<file path="src/rtl/tmr16_pkg.sv">
package tmr16_pkg;
  typedef enum logic [1:0] {
    MODE_HALT = 2'b00,
    MODE_UP   = 2'b01,
    MODE_CONT = 2'b10,
    MODE_TRI  = 2'b11
  } mode_e;
endpackage

</file>
<file path="src/rtl/tmr16_prescale.sv">
module tmr16_prescale #(
  parameter int N_SRC = 4,
  parameter int DIV_W = 2,
  localparam int SRC_W = $clog2(N_SRC),
  localparam int PH_W  = (1 << DIV_W) - 1
) (
  input  logic             clk_i,
  input  logic             rst_ni,
  input  logic [N_SRC-1:0] en_i,
  input  logic [SRC_W-1:0] src_i,
  input  logic [DIV_W-1:0] div_i,
  input  logic             clear_i,
  output logic             tick_o
);
  logic [PH_W-1:0] phase_q, lim;
  logic            sel_en;

  assign sel_en = en_i[src_i];

  // limit = 2^div - 1, as a thermometer of ones
  always_comb begin
    lim = '0;
    for (int i = 0; i < PH_W; i++)
      if (i < int'(div_i)) lim[i] = 1'b1;
  end

  assign tick_o = sel_en && (phase_q == lim) && !clear_i;

  always_ff @(posedge clk_i or negedge rst_ni) begin
    if (!rst_ni)      phase_q <= '0;
    else if (clear_i) phase_q <= '0;
    else if (sel_en)  phase_q <= (phase_q == lim) ? '0 : phase_q + 1'b1;
  end
endmodule

</file>
<file path="src/rtl/tmr16_count.sv">
module tmr16_count
  import tmr16_pkg::*;
#(
  parameter int CNT_W = 16
) (
  input  logic             clk_i,
  input  logic             rst_ni,
  input  logic             tick_i,
  input  logic             clear_i,
  input  mode_e            mode_i,
  input  logic [CNT_W-1:0] period_i,
  output logic [CNT_W-1:0] count_o,
  output logic             evt_o,
  output logic             wrap_o,
  output logic             hit_o
);
  logic [CNT_W-1:0] cnt_q, cnt_d;
  logic             down_q, down_d, evt, wrap_q;

  always_comb begin
    cnt_d  = cnt_q;
    down_d = down_q;
    evt    = 1'b0;
    if (tick_i) begin
      unique case (mode_i)
        MODE_HALT: ;
        MODE_UP: begin
          if (cnt_q >= period_i) begin
            cnt_d = '0;
            evt   = 1'b1;
          end else cnt_d = cnt_q + 1'b1;
        end
        MODE_CONT: begin
          cnt_d = cnt_q + 1'b1;
          evt   = &cnt_q;
        end
        MODE_TRI: begin
          if (!down_q) begin
            if (cnt_q >= period_i) begin
              if (cnt_q != '0) begin
                cnt_d  = cnt_q - 1'b1;
                down_d = (cnt_q != 1);
                evt    = (cnt_q == 1);
              end
            end else cnt_d = cnt_q + 1'b1;
          end else if (cnt_q == '0) begin
            down_d = 1'b0;
          end else begin
            cnt_d  = cnt_q - 1'b1;
            down_d = (cnt_q != 1);
            evt    = (cnt_q == 1);
          end
        end
        default: ;
      endcase
    end
  end

  always_ff @(posedge clk_i or negedge rst_ni) begin
    if (!rst_ni) begin
      cnt_q  <= '0;
      down_q <= 1'b0;
      wrap_q <= 1'b0;
    end else if (clear_i) begin
      cnt_q  <= '0;
      down_q <= 1'b0;
      wrap_q <= 1'b0;
    end else begin
      cnt_q  <= cnt_d;
      down_q <= down_d;
      wrap_q <= evt;
    end
  end

  assign count_o = cnt_q;
  assign evt_o   = evt && !clear_i;
  assign wrap_o  = wrap_q;
  assign hit_o   = (mode_i != MODE_HALT) && (cnt_q == period_i);
endmodule

</file>
<file path="src/rtl/tmr16_flag.sv">
module tmr16_flag (
  input  logic clk_i,
  input  logic rst_ni,
  input  logic set_i,
  input  logic clr_i,
  input  logic en_i,
  output logic flag_o,
  output logic irq_o
);
  logic flag_q;

  // a new event outranks an acknowledge in the same cycle
  always_ff @(posedge clk_i or negedge rst_ni) begin
    if (!rst_ni)    flag_q <= 1'b0;
    else if (set_i) flag_q <= 1'b1;
    else if (clr_i) flag_q <= 1'b0;
  end

  assign flag_o = flag_q;
  assign irq_o  = flag_q & en_i;
endmodule

</file>
<file path="src/rtl/tmr16_top.sv">
module tmr16_top
  import tmr16_pkg::*;
#(
  parameter int CNT_W = 16,
  parameter int N_SRC = 4,
  parameter int DIV_W = 2,
  localparam int SRC_W = $clog2(N_SRC)
) (
  input  logic             clk_i,
  input  logic             rst_ni,
  input  logic [N_SRC-1:0] clk_en_i,
  input  logic [SRC_W-1:0] src_i,
  input  logic [DIV_W-1:0] div_i,
  input  logic [1:0]       mode_i,
  input  logic [CNT_W-1:0] period_i,
  input  logic             clear_i,
  input  logic             irq_en_i,
  input  logic             flag_clr_i,
  output logic [CNT_W-1:0] count_o,
  output logic             period_hit_o,
  output logic             wrap_o,
  output logic             flag_o,
  output logic             irq_o
);
  logic  tick, evt;
  mode_e mode;

  assign mode = mode_e'(mode_i);

  tmr16_prescale #(.N_SRC(N_SRC), .DIV_W(DIV_W)) u_pre (
    .clk_i, .rst_ni, .en_i(clk_en_i), .src_i, .div_i, .clear_i, .tick_o(tick)
  );

  tmr16_count #(.CNT_W(CNT_W)) u_cnt (
    .clk_i, .rst_ni, .tick_i(tick), .clear_i, .mode_i(mode), .period_i,
    .count_o, .evt_o(evt), .wrap_o, .hit_o(period_hit_o)
  );

  tmr16_flag u_flag (
    .clk_i, .rst_ni, .set_i(evt), .clr_i(flag_clr_i), .en_i(irq_en_i),
    .flag_o, .irq_o
  );
endmodule

</file>
<file path="config.mk">
export PLATFORM = sky130hd
export DESIGN_NAME = tmr16_top
export DESIGN_NICKNAME = d
export VERILOG_FILES = /design/src/rtl/tmr16_pkg.sv /design/src/rtl/tmr16_prescale.sv /design/src/rtl/tmr16_count.sv /design/src/rtl/tmr16_flag.sv /design/src/rtl/tmr16_top.sv
export SDC_FILE = /design/constraint.sdc
export NUM_CORES = 1
export LEC_CHECK = 0
export BUFFER_PORTS_ARGS = -buffer_cell sky130_fd_sc_hd__buf_4
export CELL_PAD_IN_SITES_DETAIL_PLACEMENT = 0
export CELL_PAD_IN_SITES_GLOBAL_PLACEMENT = 2
export CORE_AREA = 5 5 88 90
export DETAILED_ROUTE_END_ITERATION = 6
export DIE_AREA = 0 0 93 95
export PLACE_DENSITY = 0.84
export SETUP_SLACK_MARGIN = 0.02
export SLEW_MARGIN = 20
export SYNTH_ARGS = -nofsm -noshare
export SYNTH_HDL_FRONTEND = slang
export SYNTH_SLANG_ARGS = --single-unit
</file>
<file path="constraint.sdc">
create_clock -name clk_i -period 4.3 [get_ports clk_i]
set_clock_uncertainty 0.1 [all_clocks]
set_input_delay 0 -clock clk_i [delete_from_list [all_inputs] [get_ports clk_i]]
set_output_delay 0 -clock clk_i [all_outputs]
set_load 0.01 [all_outputs]
</file>
After elaboration in Yosys (flattened, before gate mapping)
Index checks and enable logic that the tools add are counted.
Word-level totals
  bits in registers: 22
  latch bits: 0
  bits in writable memories: 0
  bits in read-only memories: 0
  input bits: 31
  output and inout port bits: 20
  logic and storage cells: 72
  memories: 0
Cells by class
  $add $sub $neg: 3
  multipliers: 0
  divide/modulo/power cells: 0
  magnitude comparators: 5
  eq/ne operators: 9
  shift-type cells: 0
  muxes and demuxes: 33
  bitwise logic cells: 1
  reduce and logical (&&, ||, !) cells: 16
Operators by type and width (count)
  $mux 16: 7
  $pmux 16 s3: 1
  $mux 1: 20
  $add 16x1->16 const B: 1
  $eq 16x1->1 const B: 1
  $eq 16x16->1: 1
  $ge 16x16->1: 1
  $logic_not 16->1: 1
  $ne 16x1->1 const B: 1
  $reduce_and 16->1: 1
  $reduce_bool 16->1: 1
  $sub 16x1->16 const B: 1
  $reduce_bool 2->1: 5
  $mux 3: 3
  $ne 5x4->1 const B: 1
  $eq 2x2->1 const B: 2
  $logic_and 1x1->1: 4
  $lt 1x2->1 const A: 2
  $ne 4x4->1 const B: 1
  $reduce_and 4->1: 1
  $reduce_bool 4->1: 1
  $add 3x1->3 const B: 1
  $eq 3x3->1: 1
  $lt 2x3->1 const B: 1
  7 further kinds: 7

Depth between registers and ports, before layout
Gate-level depths: netlist (run 1).
  depth after elaboration: 8
  mapped depth: 11

Cells and area by module
Synthesis (run 1) repeated with hierarchy kept, for this count alone.
Unflattened totals
  cell total of the unflattened synthesis: 298
  area, all modules: 2388.5 um2
Modules (own cells, without submodules)
  tmr16_count: times used 1, cells an instance 266, area an instance 2099.5 um2
  tmr16_prescale: times used 1, cells an instance 28, area an instance 246.5 um2
  tmr16_flag: times used 1, cells an instance 4, area an instance 42.5 um2

Worst setup path before layout (run 1)
OpenSTA, ideal clock, no wires.
  path type: register to register
  from: reg u_cnt.cnt_q[9] (netlist: u_cnt.count_o[9])
  to: reg u_cnt.cnt_q[15] (netlist: u_cnt.count_o[15])
  setup time: 0.082 ns
  data arrival time: 2.866 ns
  setup slack: 1.252 ns
  cell stages (with the launch flop): 11
  buffers on the path: 2
  cell sequence: dfrtp_1 > ha_1 > nand4_1 > nor4_1 > o31ai_1 > a41oi_1 > buf_2 > buf_1 > o32ai_1 > or2_2 > a31oi_1
Between the ends
  longest elaborated chain between the ends: 7
Ends and longest elaborated chain
  from (decl): line tmr16_count.sv:17  | logic [CNT_W-1:0] cnt_q, cnt_d;
  from (signal assigned): line tmr16_count.sv:69  | cnt_q <= cnt_d;
  $sub 16x1->16: line tmr16_count.sv:41, tmr16_count.sv:49
  $mux 16: line tmr16_count.sv:40  | if (cnt_q != '0) begin
  $mux 16: line tmr16_count.sv:39  | if (cnt_q >= period_i) begin
  $mux 16: line tmr16_count.sv:38  | if (!down_q) begin
  $pmux 16 s3: line tmr16_count.sv:25  | unique case (mode_i)
  $mux 16: line tmr16_count.sv:24  | if (tick_i) begin
  $mux 16: line tmr16_count.sv:64  | end else if (clear_i) begin
Parallel ways exist; a longest one is shown, timed or not. The select of a mux whose other input is x is not followed.
A chain may end at the register's enable or synchronous reset.

Worst setup path after layout (run 1)
  from: reg u_cnt.cnt_q[0] (netlist: u_cnt.count_o[0])
  to: reg u_cnt.cnt_q[6] (netlist: u_cnt.count_o[6])
The elaborated chain is that of the path after synthesis.

==> results of run 1 <==
-- what timing repair did --
item / in CTS / in global routing
setup endpoints to repair: 0 / 0
resized for setup: 0 / 0
hold endpoints to repair: 27 / 0
hold buffers: 3 / 0
-- power by group --
group | total [mW] | internal, mW | switching, mW
Sequential | 0.245 | 0.219 | 0.0258
Clock | 0.198 | 0.124 | 0.0741
Combinational | 0.229 | 0.107 | 0.121
-- worst register-to-register path: stages (launching register included) --
cell,delay (ps)
dfrtp_1,520
inv_1,200
ha_1,300
and4_1,200
o31ai_1,510
a41oi_2,530
a2111o_1,690
or2_2,370
a31oi_1,170
-- metal layers --
layer | up-vias | part of all wire
li1 | 1043 | -
met4 | 0 | 0.013
met5 | - | 0
met1 | 1006 | 0.46
met2 | 41 | 0.50
met3 | 12 | 0.027
-- kinds of logic (layout without fill, tap and decap cells) --
logic type	after synthesis	after routing	share of synthesized area
AO/OA/AOI/OAI	64	64	0.219
XOR/XNOR	1	1	0.00425
adder cells (fa/ha/maj)	21	21	0.128
buffers and inverters	33	88	0.0656
flip-flops	22	22	0.267
multiplexers	12	12	0.0656
AND/OR/NAND/NOR	95	95	0.251
-- state kept, by name, indices dropped and copies added (netlist names) --
name           flops
u_flag.flag_o      1
u_cnt.wrap_o       1
u_pre.phase_q      3
u_cnt.down_q       1
u_cnt.count_o     16
-- placed cells by master (no fill, tap or decap), types with 2 or more instances in the layout --
cell,count
nand4b_1,2
nand2_1,17
nand2b_1,3
or2_2,4
ha_1,21
dfrtp_1,22
buf_4,55
o22a_1,2
o21ai_0,8
a221oi_1,3
nor2_2,2
nor4_1,5
clkbuf_8,3
nor3_1,6
nor2_1,21
o211ai_1,3
or4_1,4
o211a_1,5
mux2_2,2
mux2i_1,9
and4_1,3
or3_1,4
a21oi_1,21
nand3_1,7
nand4_1,9
inv_1,26
a31oi_1,6
dlygate4sd3_1,3
-- metrics by stage --
stage	hold WS [ps]	area (µm²)	power, mW	std cells
2_1_floorplan	-396	2060	0.383	248
3_3_place_gp	-179	2540	0.474	378
3_5_place_dp	-176	2540	0.475	378
4_1_cts	72.5	2650	0.679	385
5_1_grt	104	2650	0.721	385
6_report	68.1	2650	0.672	385
-- how the worst min path moves through the flow --
| stage | from | endpoint | slack (ps) | depth (start not counted) |
|---|---|---|---|---|
| 6_report | rst_ni | u_pre.phase_q[1]$_DFFE_PN0P_ | 70 | 2 |
| 5_1_grt | rst_ni | u_pre.phase_q[1]$_DFFE_PN0P_ | 100 | 2 |
| 4_1_cts | rst_ni | u_pre.phase_q[1]$_DFFE_PN0P_ | 70 | 2 |
| 3_5_place_dp | rst_ni | u_pre.phase_q[1]$_DFFE_PN0P_ | -180 | 1 |
| 3_3_place_gp | rst_ni | u_pre.phase_q[0]$_DFFE_PN0P_ | -180 | 1 |
| 2_1_floorplan | rst_ni | u_cnt.count_o[0]$_DFFE_PN0P_ | -400 | 0 |
-- area by class of cell --
| cell class | count | share of cell area |
|---|---|---|
| clock buffers | 3 | 0.0156 |
| clock inverters | 1 | 0.0113 |
| inverters | 26 | 0.0369 |
| multi-input cells | 193 | 0.522 |
| flip-flops and latches | 22 | 0.208 |
| well taps | 82 | 0.0388 |
| repair buffers | 58 | 0.167 |
==> summary.md, run 1 <==
| Metric | Value |
|---|---|
| Peak supply drop | `0.104 mV` |
| Max-cap viol count | `0` |
| Worst setup EP type | `flip-flop` |
| Yosys warnings | `0` |
| Worst path cell trace | `inv_1 > ha_1 > and4_1 > o31ai_1 > a41oi_2 > a2111o_1 > or2_2 > a31oi_1` |
| Seq cells post-synth | `22` |
| Detail Placement HPWL | `4710 µm` |
| Die area | `8840 µm²` |
| Slew @ Worst Pin | `831 ps` |
| Worst-path clk slew | `90 ps` |
| Largest net degree at the start of global routing | `23` |
| Diode count | `0` |
| Drt total wl | `6170 µm` |
| Setup Buffers After CTS | `0` |
| Hold crit path type | `in2async` |
| Post-synth top area share | `0.267` |
| Final Wtd Congestion | `0.845` |
| Die H | `95 µm` |
| M2 GR Usage | `0.244` |
| M1 GR Usage | `0.191` |
| Area growth syn-to-layout | `28.5%` |
| Leakage | `1.29 nW` |
| Crit path from | `u_cnt.count_o[0]$_DFFE_PN0P_` |
| Average size of a mapped cell | `8.30 µm²` |
| Layout cell share with drive strength beyond 1 | `0.241` |
| Fmax | `272 MHz` |
| Synth async-reset ratio | `1.00` |
| Via density | `5.46` |
| All-layer global routing usage | `0.142` |
| Longest Clk Path Bufs | `2` |
| Vias | `2,102` |
| IO Port Bufs | `50` |
| Synth top cells by count | `26 x inv_1, 22 x dfrtp_1, 21 x a21oi_1, 21 x ha_1, 21 x nor2_1` |
| R2R depth | `8` |
| Grt ovf | `0` |
| Iter 0 DRT Violations | `118` |
| Dpl ws | `665 ps` |
| NumNets Final | `356` |
| TritonCTS clock tree | `done` |
| Main flop type after synthesis | `dfrtp_1` |
| Core area | `6980 µm²` |
| Htree depth | `1` |
| Critical Path AT | `3770 ps` |
| Outcome | `complete, no violations` |
| Seq/Total Area, Yosys | `0.267` |
| Final setup vio count | `0` |
| Vias in the first global route | `2,011` |
| Hold Fails Final Rpt | `0` |
| FF/Latch Area | `551 µm²` |
| Pins Over Slew Limit | `0` |
| Syn_nets | `300` |
| DRT antenna net count | `0` |
| Initial antenna violation count | `0` |
| Post-synth EDFFs | `0` |
| Synth cell types | `55` |
| DR pass1 iterations | `4` |
| Crit path max-delay cell type | `a2111o_1` |
| Cell class contributing the biggest share of worst-path delay | `compound AO/OA/AOI/OAI gates` |
| Number of fill cells | `743` |
| GRT Max-Usage Layer | `met2` |
| RSZ-0062 raised after global routing | `false` |
| CP endpoint | `u_cnt.count_o[6]$_DFFE_PN0P_` |
| CP Launch Type | `flip-flop` |
| Cell with the most instances after synthesis | `inv_1` |
| Post-route minimum period | `3680 ps` |
| IO Count | `51` |
| First-pass GRT wire length | `10,100 µm` |
| Setup slack after layout | `620 ps` |
| Drc violations | `0` |
| CTS buffer count | `3` |
| Reg2Reg Setup Slack | `620 ps` |
| Worst-path fanout max | `13` |
| Setup TNS | `0 ps` |
| Multi-input gate area | `1380 µm²` |
| Cell Rows | `31` |
| Reg-to-reg endpoint | `u_cnt.count_o[6]$_DFFE_PN0P_` |
| Final period util | `0.856` |
| Main area contributors after synthesis | `dfrtp_1 27%, ha_1 13%, a21oi_1 5.1%, inv_1 4.7%, mux2i_1 4.4%` |
| WL per Instance | `16.0 µm` |
| Slew HR | `0.445` |
| Worst skew pair latency | `260 ps` |
| Post-Syn Area | `2060 µm²` |
| Clock sink count | `22` |
| Pwr Density | `254 nW/µm²` |
| Final Util | `0.379` |
| Critical path's largest stage delay | `690 ps` |
| CTS root buf | `clkbuf_8` |
| Initial Utilization | `0.295` |
| Critical path class | `reg2reg` |
| Largest area contributor in the netlist | `dfrtp_1` |
| RR Startpoint | `u_cnt.count_o[0]$_DFFE_PN0P_` |
| Syn Inst Count | `248` |
| GR Util met3 | `0.0159` |
| Worst path required time | `4390 ps` |
| Levels on crit path | `8` |
| Worst Path Buf+Inv | `1` |
| Die W | `93 µm` |
(Power assumes the default switching activity.)
==> inputs of run 2 (changes only) <==
--- a/config.mk
+++ b/config.mk
@@ -5,13 +5,14 @@
 export SDC_FILE = /design/constraint.sdc
 export NUM_CORES = 1
 export LEC_CHECK = 0
+export ABC_AREA = 1
 export BUFFER_PORTS_ARGS = -buffer_cell sky130_fd_sc_hd__buf_4
 export CELL_PAD_IN_SITES_DETAIL_PLACEMENT = 0
 export CELL_PAD_IN_SITES_GLOBAL_PLACEMENT = 2
-export CORE_AREA = 5 5 88 90
+export CORE_AREA = 5 5 101 103
 export DETAILED_ROUTE_END_ITERATION = 6
-export DIE_AREA = 0 0 93 95
-export PLACE_DENSITY = 0.84
+export DIE_AREA = 0 0 106 108
+export PLACE_DENSITY = 0.86
 export SETUP_SLACK_MARGIN = 0.02
 export SLEW_MARGIN = 20
 export SYNTH_ARGS = -nofsm -noshare
==> constraint.sdc (replaced) <==
create_clock -name clk_i -period 4.3 [get_ports clk_i]
set_clock_uncertainty 0.1 [all_clocks]
set_input_delay 0.86 -clock clk_i [delete_from_list [all_inputs] [get_ports clk_i]]
set_output_delay 0.86 -clock clk_i [all_outputs]
set_load 0.01 [all_outputs]
==> summary.md, run 2 <==
| Metric | Value |
|---|---|
| Synth cell types | `34 (-38%)` |
| Final setup vio count | `0 (unchanged)` |
| Commonest non-fill, non-tap cell in the layout | `nand2_1` |
| Worst skew pair latency | `270 ps (about the same)` |
| Synth async-reset ratio | `1.00 (unchanged)` |
| Vias in the first global route | `2,645 (+32%)` |
| Synth top cells by count | `139 x nand2_1, 59 x inv_1, 41 x nand3_1` |
| Slew HR | `0.713 (+0.268)` |
| TritonCTS clock tree | `done` |
| All-layer global routing usage | `0.140 (-0.00269)` |
| Layout cell share with drive strength beyond 1 | `0.176 (-0.0651)` |
| Largest area contributor in the netlist | `dfrtp_1` |
| First-pass GRT wire length | `12,900 µm (+27%)` |
| Grt ovf | `0 (unchanged)` |
| Hold Fails Final Rpt | `0 (unchanged)` |
| CTS root buf | `clkbuf_8` |
| Max reg flops | `16 (unchanged)` |
| Initial antenna violation count | `0 (unchanged)` |
| Final Non-Filler Cells | `583 (+51%)` |
| Drt total wl | `7850 µm (+27%)` |
| Post-Syn Area | `2660 µm² (+29%)` |
| Longest Clk Path Bufs | `2 (unchanged)` |
| Peak supply drop | `0.0947 mV (-9.3%)` |
| Post-synth EDFFs | `0 (unchanged)` |
| Area growth syn-to-layout | `19.1%` |
| Max-cap viol count | `0 (unchanged)` |
| Pwr Density | `205 nW/µm² (-19%)` |
| Setup Buffers After CTS | `0 (unchanged)` |
| Syn Inst Count | `428 (+73%)` |
| Worst-path clk slew | `90 ps (about the same)` |
| Initial Utilization | `0.291 (-0.00350)` |
| CP Launch Type | `primary input` |
| Yosys warnings | `0 (unchanged)` |
| Fmax | `319 MHz (+17%)` |
| DP Cell Count | `579 (+53%)` |
| Die W | `106 µm (+14%)` |
| NumNets Final | `525 (+47%)` |
| IO Count | `51 (unchanged)` |
| Syn_nets | `480 (+60%)` |
| Hold-fix buffers, CTS | `0 (-3)` |
| CTS buffer count | `3 (unchanged)` |
| Crit path from | `period_i[15]` |
| Worst setup EP type | `primary output` |
| Vias | `2,714 (+29%)` |
| DRT antenna net count | `0 (unchanged)` |
| Seq cells post-synth | `22 (unchanged)` |
| Leakage | `1.76 nW (+37%)` |
| Post-synth top area share | `0.207 (-0.0600)` |
| DR pass1 iterations | `4 (unchanged)` |
| Most frequent cells in the layout | `139 x nand2_1, 59 x inv_1, 51 x buf_4, 41 x nand3_1, 37 x nor2_1` |
| Clock sink count | `22 (unchanged)` |
| Critical Path AT | `2180 ps (-1590 ps)` |
| Post-route minimum period | `3140 ps (-543 ps)` |
| Slew @ Worst Pin | `430 ps (-401 ps)` |
| Resize count post-CTS | `0 (unchanged)` |
| Seq/Total Area, Yosys | `0.207 (-0.0600)` |
| Die H | `108 µm (+14%)` |
| Diode count | `0 (unchanged)` |
| Final period util | `0.730 (-0.126)` |
| Cell with the most instances after synthesis | `nand2_1` |
| Hold crit path type | `in2async` |
| Setup TNS | `0 ps (unchanged)` |
| IO Port Bufs | `50 (unchanged)` |
| Pins Over Slew Limit | `0 (unchanged)` |
| Largest net degree at the start of global routing | `23 (unchanged)` |
| Die area | `11,400 µm² (+30%)` |
| Iter 0 DRT Violations | `125 (+5.9%)` |
| Main area contributors after synthesis | `dfrtp_1 21%, nand2_1 20%, ha_1 9.9%, inv_1 8.3%, nand3_1 7.7%` |
| Average size of a mapped cell | `6.20 µm² (-25%)` |
| Worst path required time | `3340 ps (-1050 ps)` |
| Drc violations | `0 (unchanged)` |
| Outcome | `complete, no violations` |
| Main flop type after synthesis | `dfrtp_1` |
| RSZ-0062 raised after global routing | `false` |
| Via density | `4.66 (-15%)` |
| Final Wtd Congestion | `0.843 (-0.26%)` |
| Core area | `9110 µm² (+30%)` |
| WL per Instance | `13.5 µm (-16%)` |
| Htree depth | `1 (unchanged)` |
| Worst-path fanout max | `3 (-10)` |
| Critical path class | `in2out` |
| RR Startpoint | `u_cnt.count_o[11]$_DFFE_PN0P_` |
| Detail Placement HPWL | `6180 µm (+31%)` |
| Cell Rows | `35 (+13%)` |
run 2: where the power goes:
part           total [mW]  internal (mW)  switching [mW]
registers           0.235          0.216          0.0190
clock network       0.159         0.0818          0.0774
logic               0.252          0.102           0.150
total               0.647          0.400           0.247
run 2: path summary, 6_finish.rpt:
path | cells past startpoint | slack (ps) | endpoint
worst max-delay path | 8 | 1160 | period_hit_o
worst min-delay path | 1 | 380 | u_cnt.count_o[12]$_DFFE_PN0P_
worst max register to register | 12 | 1640 | u_cnt.count_o[8]$_DFFE_PN0P_
worst min register to register | 2 | 430 | u_flag.flag_o$_DFFE_PN0P_
max in group asynchronous | 1 | 3480 | u_cnt.count_o[8]$_DFFE_PN0P_
min in group clk_i | 2 | 430 | u_flag.flag_o$_DFFE_PN0P_
run 2: per-layer routing:
layer | part of all wire | vias up | GRT usage
met3 | 0.039 | 2 | 0.0167
li1 | - | 1439 | -
met4 | 0.0070 | 0 | 0.0278
met1 | 0.49 | 1223 | 0.191
met2 | 0.46 | 50 | 0.239
met5 | 0 | - | 0
run 2: final cells by class:
class / instances / area [µm²]
flip-flops and latches: 22 / 551
clock buffers: 4 / 55.1
repair buffers: 51 / 383
multi-input cells: 330 / 1790
fillers: 1047 / 5950
inverters: 65 / 244
well taps: 111 / 139
run 2: worst max-delay path: stages:
cell and delay (ps):
buf_4 80, inv_1 30, ha_1 280, nand2_1 90
nor2_1 180, nand2_1 160, nor3_1 320, buf_4 190
run 2: cells by family (layout without fill, tap and decap cells):
family,after synthesis,in the layout,synth area share
and+or+nand+nor,255,255,0.431
buffers and inverters,76,120,0.118
adders and majority gates,21,21,0.0990
xor gates and xnor gates,24,24,0.0792
AOI/OAI and AO/OA,30,30,0.0655
DFF,22,22,0.207
run 2: per-stage QoR:
stage / util / hold slack (ps) / cell area, µm² / power, mW / worst slack, ps
after global routing: 0.347 / 394 / 3160 / 0.697 / 1070
after floorplan: - / 381 / 2660 / 0.410 / 1600
after detailed placement: 0.341 / 408 / 3110 / 0.494 / 1130
final: 0.347 / 380 / 3160 / 0.647 / 1160
after global placement: 0.341 / 405 / 3110 / 0.492 / 1110
after CTS: 0.347 / 387 / 3160 / 0.657 / 1160
